`config.mk`:
```
export PLATFORM = sky130hd
export DESIGN_NAME = bert_prbs_tester
export DESIGN_NICKNAME = d
export VERILOG_FILES = /design/src/rtl/bert_pkg.sv /design/src/rtl/bert_prbs_gen.sv /design/src/rtl/bert_sat_cnt.sv /design/src/rtl/bert_lane.sv /design/src/rtl/bert_prbs_tester.sv
export SDC_FILE = /design/constraint.sdc
export NUM_CORES = 1
export LEC_CHECK = 0
export BUFFER_PORTS_ARGS = -buffer_cell sky130_fd_sc_hd__buf_2
export CORE_MARGIN = 2
export CORE_UTILIZATION = 49
export CTS_BUF_LIST = sky130_fd_sc_hd__clkbuf_4
export CTS_CLUSTER_SIZE = 28
export DETAILED_ROUTE_END_ITERATION = 6
export MAX_ROUTING_LAYER = met4
export PLACE_DENSITY = 0.69
export SLEW_MARGIN = 20
export SYNTH_ARGS = -nofsm -noshare
export SYNTH_HDL_FRONTEND = slang
export SYNTH_SLANG_ARGS = --single-unit
```
`constraint.sdc`:
```
create_clock -name clk_i -period 5.5 [get_ports clk_i]
set_input_delay 0.55 -clock clk_i [delete_from_list [all_inputs] [get_ports clk_i]]
set_output_delay 0.55 -clock clk_i [all_outputs]
set_load 0.02 [all_outputs]
```
`src/rtl/bert_pkg.sv`:
```
package bert_pkg;

   localparam int NUM_POLY = 6;

   typedef enum logic [1:0] {
      ST_IDLE = 2'd0,
      ST_LOAD = 2'd1,
      ST_MEAS = 2'd2
   } bert_state_e;

   // Length of the maximal-length register selected by idx.
   function automatic int poly_len(input int idx);
      case (idx)
         0:       return 7;
         1:       return 9;
         2:       return 11;
         3:       return 15;
         4:       return 23;
         default: return 31;
      endcase
   endfunction

   // Second feedback tap paired with poly_len(idx).
   function automatic int poly_tap(input int idx);
      case (idx)
         0:       return 6;
         1:       return 5;
         2:       return 9;
         3:       return 14;
         4:       return 18;
         default: return 28;
      endcase
   endfunction

endpackage

```
`src/rtl/bert_prbs_gen.sv`:
```
module bert_prbs_gen #(
   parameter int LEN = 9,
   parameter int TAP = 5
) (
   input  logic clk_i,
   input  logic rst_ni,
   output logic bit_o
);
   logic [LEN-1:0] sr_q;

   if (TAP >= LEN || TAP < 1) begin : g_bad_tap
      $error("bert_prbs_gen: TAP must lie in 1..LEN-1");
   end

   always_ff @(posedge clk_i or negedge rst_ni) begin
      if (!rst_ni) sr_q <= '1;
      else         sr_q <= {sr_q[LEN-2:0], sr_q[LEN-1] ^ sr_q[TAP-1]};
   end

   assign bit_o = sr_q[0];
endmodule

```
`src/rtl/bert_sat_cnt.sv`:
```
module bert_sat_cnt #(
   parameter int W     = 48,
   parameter int INC_W = 2
) (
   input  logic             clk_i,
   input  logic             rst_ni,
   input  logic             clr_i,
   input  logic [INC_W-1:0] inc_i,
   output logic [W-1:0]     cnt_o
);
   localparam logic [W-1:0] MAX = '1;

   if (INC_W > W) begin : g_bad_w
      $error("bert_sat_cnt: increment wider than counter");
   end

   logic [W:0] sum;
   logic [W-1:0] cnt_q;

   assign sum = {1'b0, cnt_q} + (W+1)'(inc_i);

   always_ff @(posedge clk_i or negedge rst_ni) begin
      if (!rst_ni)      cnt_q <= '0;
      else if (clr_i)   cnt_q <= '0;
      else if (sum[W])  cnt_q <= MAX;
      else              cnt_q <= sum[W-1:0];
   end

   assign cnt_o = cnt_q;

   // a full counter stays full until cleared
   p_sat_hold_r9: assert property (@(posedge clk_i) disable iff (!rst_ni)
      (cnt_q == MAX && !clr_i) |=> cnt_q == MAX);
endmodule

```
`src/rtl/bert_lane.sv`:
```
module bert_lane #(
   parameter int LEN     = 9,
   parameter int TAP     = 5,
   parameter int DLY     = 22,
   parameter bit SLIP_EN = 1'b1
) (
   input  logic clk_i,
   input  logic rst_ni,
   input  logic load_i,
   input  logic meas_i,
   input  logic flush_i,
   input  logic rx_i,
   output logic err_commit_o,
   output logic slip_o
);
   localparam int RUN_W = $clog2(LEN + 1);

   if (DLY < 2) begin : g_bad_dly
      $error("bert_lane: DLY must be at least 2");
   end

   logic [LEN-1:0] ref_q;
   logic           pred;
   logic           mis;
   logic           err_raw;
   logic [DLY-1:0] dly_q;

   assign pred    = ref_q[LEN-1] ^ ref_q[TAP-1];
   assign mis     = rx_i ^ pred;
   assign err_raw = meas_i & mis;

   // Reference: filled from the line while loading, free-running while measuring.
   always_ff @(posedge clk_i or negedge rst_ni) begin
      if (!rst_ni)     ref_q <= '0;
      else if (load_i) ref_q <= {ref_q[LEN-2:0], rx_i};
      else if (meas_i) ref_q <= {ref_q[LEN-2:0], pred};
   end

   // Errors are held back until a slip verdict can no longer cancel them.
   always_ff @(posedge clk_i or negedge rst_ni) begin
      if (!rst_ni)      dly_q <= '0;
      else if (flush_i) dly_q <= '0;
      else              dly_q <= {dly_q[DLY-2:0], err_raw};
   end

   assign err_commit_o = dly_q[DLY-1];

   if (SLIP_EN) begin : g_slip
      logic [LEN-1:0]   hist_q;
      logic [RUN_W-1:0] run_q;
      logic             rec_ok;
      logic             live;

      // The mismatch stream of a slipped lane obeys the generator recurrence.
      assign rec_ok = mis == (hist_q[LEN-1] ^ hist_q[TAP-1]);
      assign live   = |hist_q;

      always_ff @(posedge clk_i or negedge rst_ni) begin
         if (!rst_ni) begin
            hist_q <= '0;
            run_q  <= '0;
         end else if (flush_i || !meas_i) begin
            hist_q <= '0;
            run_q  <= '0;
         end else begin
            hist_q <= {hist_q[LEN-2:0], mis};
            if (rec_ok && live)
               run_q <= (run_q == RUN_W'(LEN)) ? run_q : run_q + 1'b1;
            else
               run_q <= '0;
         end
      end

      assign slip_o = meas_i && (run_q == RUN_W'(LEN));

      // the run never passes the register length
      p_run_bound_r7: assert property (@(posedge clk_i) disable iff (!rst_ni)
         run_q <= RUN_W'(LEN));
   end else begin : g_noslip
      assign slip_o = 1'b0;
   end
endmodule

```
`src/rtl/bert_prbs_tester.sv`:
```
module bert_prbs_tester
   import bert_pkg::*;
#(
   parameter int LANES     = 2,
   parameter int FIRST_IDX = 0,
   parameter int CNT_W     = 48,
   parameter int SLIP_W    = 16
) (
   input  logic              clk_i,
   input  logic              rst_ni,
   input  logic              start_i,
   output logic [LANES-1:0]  tx_o,
   input  logic [LANES-1:0]  rx_i,
   output logic              locked_o,
   output logic [CNT_W-1:0]  err_cnt_o,
   output logic [CNT_W-1:0]  bit_cnt_o,
   output logic [SLIP_W-1:0] slip_cnt_o
);
   localparam int L0    = poly_len(FIRST_IDX + LANES - 1);
   localparam int DLY   = 2 * L0 + 4;
   localparam int LC_W  = $clog2(L0 + 1);
   localparam int INC_W = $clog2(LANES + 1);

   if (LANES < 1 || FIRST_IDX < 0 || FIRST_IDX + LANES > NUM_POLY) begin : g_bad_cfg
      $error("bert_prbs_tester: LANES/FIRST_IDX select a missing polynomial");
   end
   if (CNT_W < INC_W || SLIP_W < 1) begin : g_bad_cnt
      $error("bert_prbs_tester: counter widths too small");
   end

   bert_state_e      state_q;
   logic [LC_W-1:0]  ld_cnt_q;
   logic             meas;
   logic             load;
   logic             slip_evt;
   logic             flush;
   logic [LANES-1:0] commit;
   logic [LANES-1:0] slip;
   logic [INC_W-1:0] err_inc;
   logic [INC_W-1:0] bit_inc;

   assign meas     = (state_q == ST_MEAS);
   assign load     = (state_q == ST_LOAD);
   assign slip_evt = meas && slip[0];
   assign flush    = start_i || slip_evt;

   for (genvar i = 0; i < LANES; i++) begin : g_lane
      localparam int PIDX = FIRST_IDX + LANES - 1 - i;

      bert_prbs_gen #(
         .LEN (poly_len(PIDX)),
         .TAP (poly_tap(PIDX))
      ) u_gen (
         .clk_i  (clk_i),
         .rst_ni (rst_ni),
         .bit_o  (tx_o[i])
      );

      bert_lane #(
         .LEN     (poly_len(PIDX)),
         .TAP     (poly_tap(PIDX)),
         .DLY     (DLY),
         .SLIP_EN (i == 0)
      ) u_lane (
         .clk_i        (clk_i),
         .rst_ni       (rst_ni),
         .load_i       (load),
         .meas_i       (meas),
         .flush_i      (flush),
         .rx_i         (rx_i[i]),
         .err_commit_o (commit[i]),
         .slip_o       (slip[i])
      );
   end

   always_ff @(posedge clk_i or negedge rst_ni) begin
      if (!rst_ni) begin
         state_q  <= ST_IDLE;
         ld_cnt_q <= '0;
      end else if (start_i) begin
         state_q  <= ST_LOAD;
         ld_cnt_q <= '0;
      end else begin
         case (state_q)
            ST_LOAD: begin
               ld_cnt_q <= ld_cnt_q + 1'b1;
               if (ld_cnt_q == LC_W'(L0 - 1)) state_q <= ST_MEAS;
            end
            ST_MEAS: begin
               if (slip_evt) begin
                  state_q  <= ST_LOAD;
                  ld_cnt_q <= '0;
               end
            end
            default: state_q <= ST_IDLE;
         endcase
      end
   end

   always_comb begin
      err_inc = '0;
      if (slip_evt) begin
         err_inc = INC_W'(LANES);
      end else begin
         for (int i = 0; i < LANES; i++) err_inc = err_inc + INC_W'(commit[i]);
      end
   end

   assign bit_inc = meas ? INC_W'(LANES) : '0;

   bert_sat_cnt #(.W(CNT_W), .INC_W(INC_W)) u_err_cnt (
      .clk_i (clk_i), .rst_ni (rst_ni), .clr_i (start_i),
      .inc_i (err_inc), .cnt_o (err_cnt_o)
   );

   bert_sat_cnt #(.W(CNT_W), .INC_W(INC_W)) u_bit_cnt (
      .clk_i (clk_i), .rst_ni (rst_ni), .clr_i (start_i),
      .inc_i (bit_inc), .cnt_o (bit_cnt_o)
   );

   bert_sat_cnt #(.W(SLIP_W), .INC_W(1)) u_slip_cnt (
      .clk_i (clk_i), .rst_ni (rst_ni), .clr_i (start_i),
      .inc_i (slip_evt), .cnt_o (slip_cnt_o)
   );

   assign locked_o = meas;

   // start clears every counter and enters loading
   p_start_clears_r3: assert property (@(posedge clk_i) disable iff (!rst_ni)
      start_i |=> (err_cnt_o == '0 && bit_cnt_o == '0 && slip_cnt_o == '0 && !locked_o));
   // a slip on lane 0 sends the block back to loading
   p_slip_reload_r6: assert property (@(posedge clk_i) disable iff (!rst_ni)
      (slip_evt && !start_i) |=> (state_q == ST_LOAD && ld_cnt_q == '0));
   // no compared bits counted outside measuring
   p_bits_only_meas_r8: assert property (@(posedge clk_i) disable iff (!rst_ni)
      (!meas && !start_i) |=> $stable(bit_cnt_o));
   // error count never falls except on start
   p_err_mono_r5: assert property (@(posedge clk_i) disable iff (!rst_ni)
      !start_i |=> err_cnt_o >= $past(err_cnt_o));
endmodule

```
==> results by group <==
STA
  • Max-slew violation count: 0
  • Highest achievable clock rate: 246 MHz
  • Worst Tran Pin Value: 0.949 ns
  • Hold Vio Cnt, Final: 0
  • Setup repair after global routing missed its margin: false
  • Slew Limit Headroom: 0.367
  • Number of failing setup endpoints in the final timing report: 0
  • Total negative slack for setup checks: 0 ns
  • Fin crit share: 0.740
  • Crit path time final: 4.07 ns
  • Worst clock skew: 0.0481 ns

Global route
  • Vias in the first global route: 6,871
  • Global-route wire length before repair: 34,800 µm
  • Maximum number of pins on one net before global-route repair: 148
  • Antenna violations before repair: 1
  • Combined global-route utilization of all metal layers: 0.214
  • Global route overflow: 0

Synth
  • Part of the Yosys area used for sequential elements: 0.548
  • Cell taking the most area after synthesis: dfrtp_1
  • Count of distinct cell types in the synthesized netlist: 46
  • Synthesized cell area: 9480 µm²
  • Post-synth ARST share: 1.00
  • Synth Instances: 890
  • Dominant register cell in the synthesized netlist: dfrtp_1
  • Synth warn: 0
  • Net count after synthesis: 909
  • Mean post-synth cell area: 10.7 µm²
  • Cells taking the most area after synthesis: dfrtp_1 (50%), xnor2_1 (4.8%), dfstp_2 (4.4%)
  • Seq cells post-synth: 207
  • Area fraction of the dominant cell type after synthesis: 0.504
  • Post-synth EDFFs: 0

Min path
  • Path category of the worst min-delay check: input port to flip-flop
  • Worst hold path startpoint: rx_i[1]

Placed design
  • Instance area after placement: 10,200 µm²
  • Detailed placer's ending HPWL: 13,300 µm
  • Total of buffers placed on input and output ports: 119
  • GPL Wtd Cong: 0.854

Drt
  • DRC violations left: 0
  • Detail-routed via count per cell: 5.50
  • Vias after detailed routing: 7,211
  • First drt pass iteration count: 5
  • Final Routed Wirelength: 20,800 µm
  • First DRT Iteration DRCs: 371
  • Routed length per placed instance: 15.9 µm
  • Remaining number of nets flagged by the antenna check after routing: 0

Floorplanning
  • I/O Pins: 120
  • Row count: 50
  • Initial Util: 0.504
  • Die height: 143 µm
  • Chip width: 143 µm
  • Die ar.: 20,500 µm²
  • Area of the core region: 18,800 µm²

Pwr
  • Sw Share: 0.254
  • Leakage: 5.15 nW
  • Pint: 2.50 mW
  • Power density cells: 307 nW/µm²
  • Power share of the sequential group: 0.494
  • Power share of the clock group: 0.389
  • Net switching power: 853 µW
  • Total design power: 3.36 mW
  • Peak VDD IR: 240 µV
  • Part of the total power dissipated in combinational logic: 0.118

Final layout
  • Layout Cell Area excl Fill: 10,900 µm²
  • Net count of the finished layout: 1,034
  • Layout cell share with drive strength beyond 1: 0.242
  • Area added between synthesis and finish: 15.2%
  • Count of fill cells added during filler insertion: 1,666
  • Reg area: 5200 µm²
  • Combined area of the multi-input logic cells: 4020 µm²

Run
  • Count of maximum capacitance violations: 0

Worst setup path
  • Arrival time of data at the critical path endpoint: 4.64 ns
  • Largest fanout of any net on the critical path: 25
  • Req. time, crit path: 6.07 ns
  • Startpoint type of the worst setup path: flip-flop
  • Critical Path Source: state_q[0]
  • Classification of the worst setup path: flip-flop to flip-flop
  • Startpoint of the most critical register-to-register path: state_q[0]
  • Critical path endpoint category: flip-flop

Clock tree
  • Maximum level of the CTS H-tree: 2
  • CTS-repair resized insts: 0
  • Quantity of hold-fixing buffers added after cts: 1
  • Inserted Clock Buffers: 53
  • Clock-pin slew of the registers on the worst-case setup and hold paths: 0.07 ns
  • TritonCTS clock tree: yes
  • Root Buffer Master: clkbuf_4
  • Clock latency on the worst-skew pair: 0.66 ns
  • Num Clock Sinks: 207
  • Setup repair bufs after CTS: 0
  • Clock Path Buffers: 3

Run status
  • Outcome: complete, no violations
[sequential cells by signal, summed over array words and instances (netlist names)]
name / cells
g_lane.u_gen.sr_q: 16
g_lane.u_lane.dly_q: 44
g_lane.u_lane.g_slip.hist_q: 9
g_lane.u_lane.g_slip.run_q: 4
g_lane.u_lane.ref_q: 16
ld_cnt_q: 4
state_q: 2
u_bit_cnt.cnt_o: 48
u_err_cnt.cnt_o: 48
u_slip_cnt.cnt_o: 16
[metal layers]
metal  vias to the layer above  part of all wire  global-route usage
met4                         0             0.022              0.0776
met5                         -                 0                   -
li1                       3436                 -                   -
met3                        41             0.054              0.0406
met2                       199              0.45               0.313
met1                      3535              0.47               0.300
[cells in the final DEF (no fill, tap or decap), types with 3 or more instances in the layout]
cell type / n
or2_2: 3
nand3_1: 28
inv_1: 11
nor3_1: 28
and3_1: 34
nand2_1: 50
a21oi_1: 81
buf_2: 117
nand4_1: 42
nand2b_1: 3
xnor2_1: 52
and2_1: 50
dfstp_2: 16
ha_1: 13
mux2_2: 14
nor4_1: 22
xor2_1: 37
clkbuf_4: 87
buf_4: 5
o21ai_0: 28
nor2_1: 48
a311oi_1: 3
a211oi_1: 7
a31oi_1: 8
or4_1: 3
nor2b_1: 5
mux2i_1: 11
and4_1: 20
dfrtp_1: 191
a41oi_1: 3
[worst max-delay path: stages, from the launching register on]
cell	delay [ns]
dfrtp_1	0.37
inv_1	0.06
ha_1	0.20
nand4b_1	0.25
and2_1	0.18
ha_1	0.19
fa_1	0.28
nand4_1	0.20
nor3_2	0.53
nand4b_1	0.22
or4b_1	0.96
buf_4	0.39
a21oi_1	0.16
[Yosys cell counts, types with 34 or more instances]
master and count:
xor2_1 37, nand4_1 42, dfrtp_1 191, a21oi_1 81, clkbuf_1 46, nor2_1 49, xnor2_1 52, and2_1 50
nand2_1 50, and3_1 34
[cell type report]
type,count,share of cell area
antenna,1,0.000229
clock buffer,87,0.0598
clock inverter,3,0.00115
inverter,11,0.00378
multi-input combinational,617,0.368
sequential,207,0.476
tap,260,0.0298
timing repair buffer,125,0.0611
[stage by stage]
| stage | setup slack [ns] | utilization | hold WS (ns) | std cells |
|---|---|---|---|---|
| 6_report | 1.43 | 0.580 | 0.204 | 1311 |
| 5_1_grt | 1.06 | 0.580 | 0.193 | 1311 |
| 4_1_cts | 1.44 | 0.580 | 0.146 | 1310 |
| 3_5_place_dp | 1.48 | 0.544 | 0.347 | 1219 |
| 3_3_place_gp | 1.65 | 0.544 | 0.346 | 1219 |
| 2_1_floorplan | 2.01 | - | 0.254 | 890 |
[final timing paths]
path                                                  end  slack [ns]  cells after the start
worst min-delay path            g_lane[1].u_lane.dly_q[0]        0.20                      3
worst max register to register        u_err_cnt.cnt_o[14]        1.43                     12
min in group asynchronous             u_bit_cnt.cnt_o[27]        0.44                      2
max in group asynchronous       g_lane[1].u_lane.ref_q[1]        3.92                      3
worst min register to register    g_lane[0].u_gen.sr_q[3]        0.34                      0
worst max-delay path                  u_err_cnt.cnt_o[14]        1.43                     12
[power groups by stage]
stage                     Sequential, mW  Clock (mW)  Combinational [mW]
after floorplan                     1.67           0               0.311
after global placement              1.68           0               0.392
after detailed placement            1.69           0               0.402
after CTS                           1.66        1.35               0.405
after global routing                1.67        1.42               0.445
final                               1.66        1.30               0.395
[logic make-up after synthesis]
| kind of cell | count (synthesis) | synth area share |
|---|---|---|
| simple gates | 352 | 0.212 |
| flops | 207 | 0.548 |
| compound gates | 136 | 0.0793 |
| xor+xnor | 90 | 0.0846 |
| buf+inv | 66 | 0.0281 |
| mux | 25 | 0.0282 |
| fa+ha+maj | 14 | 0.0193 |
Power figures use the tool's default switching activity.
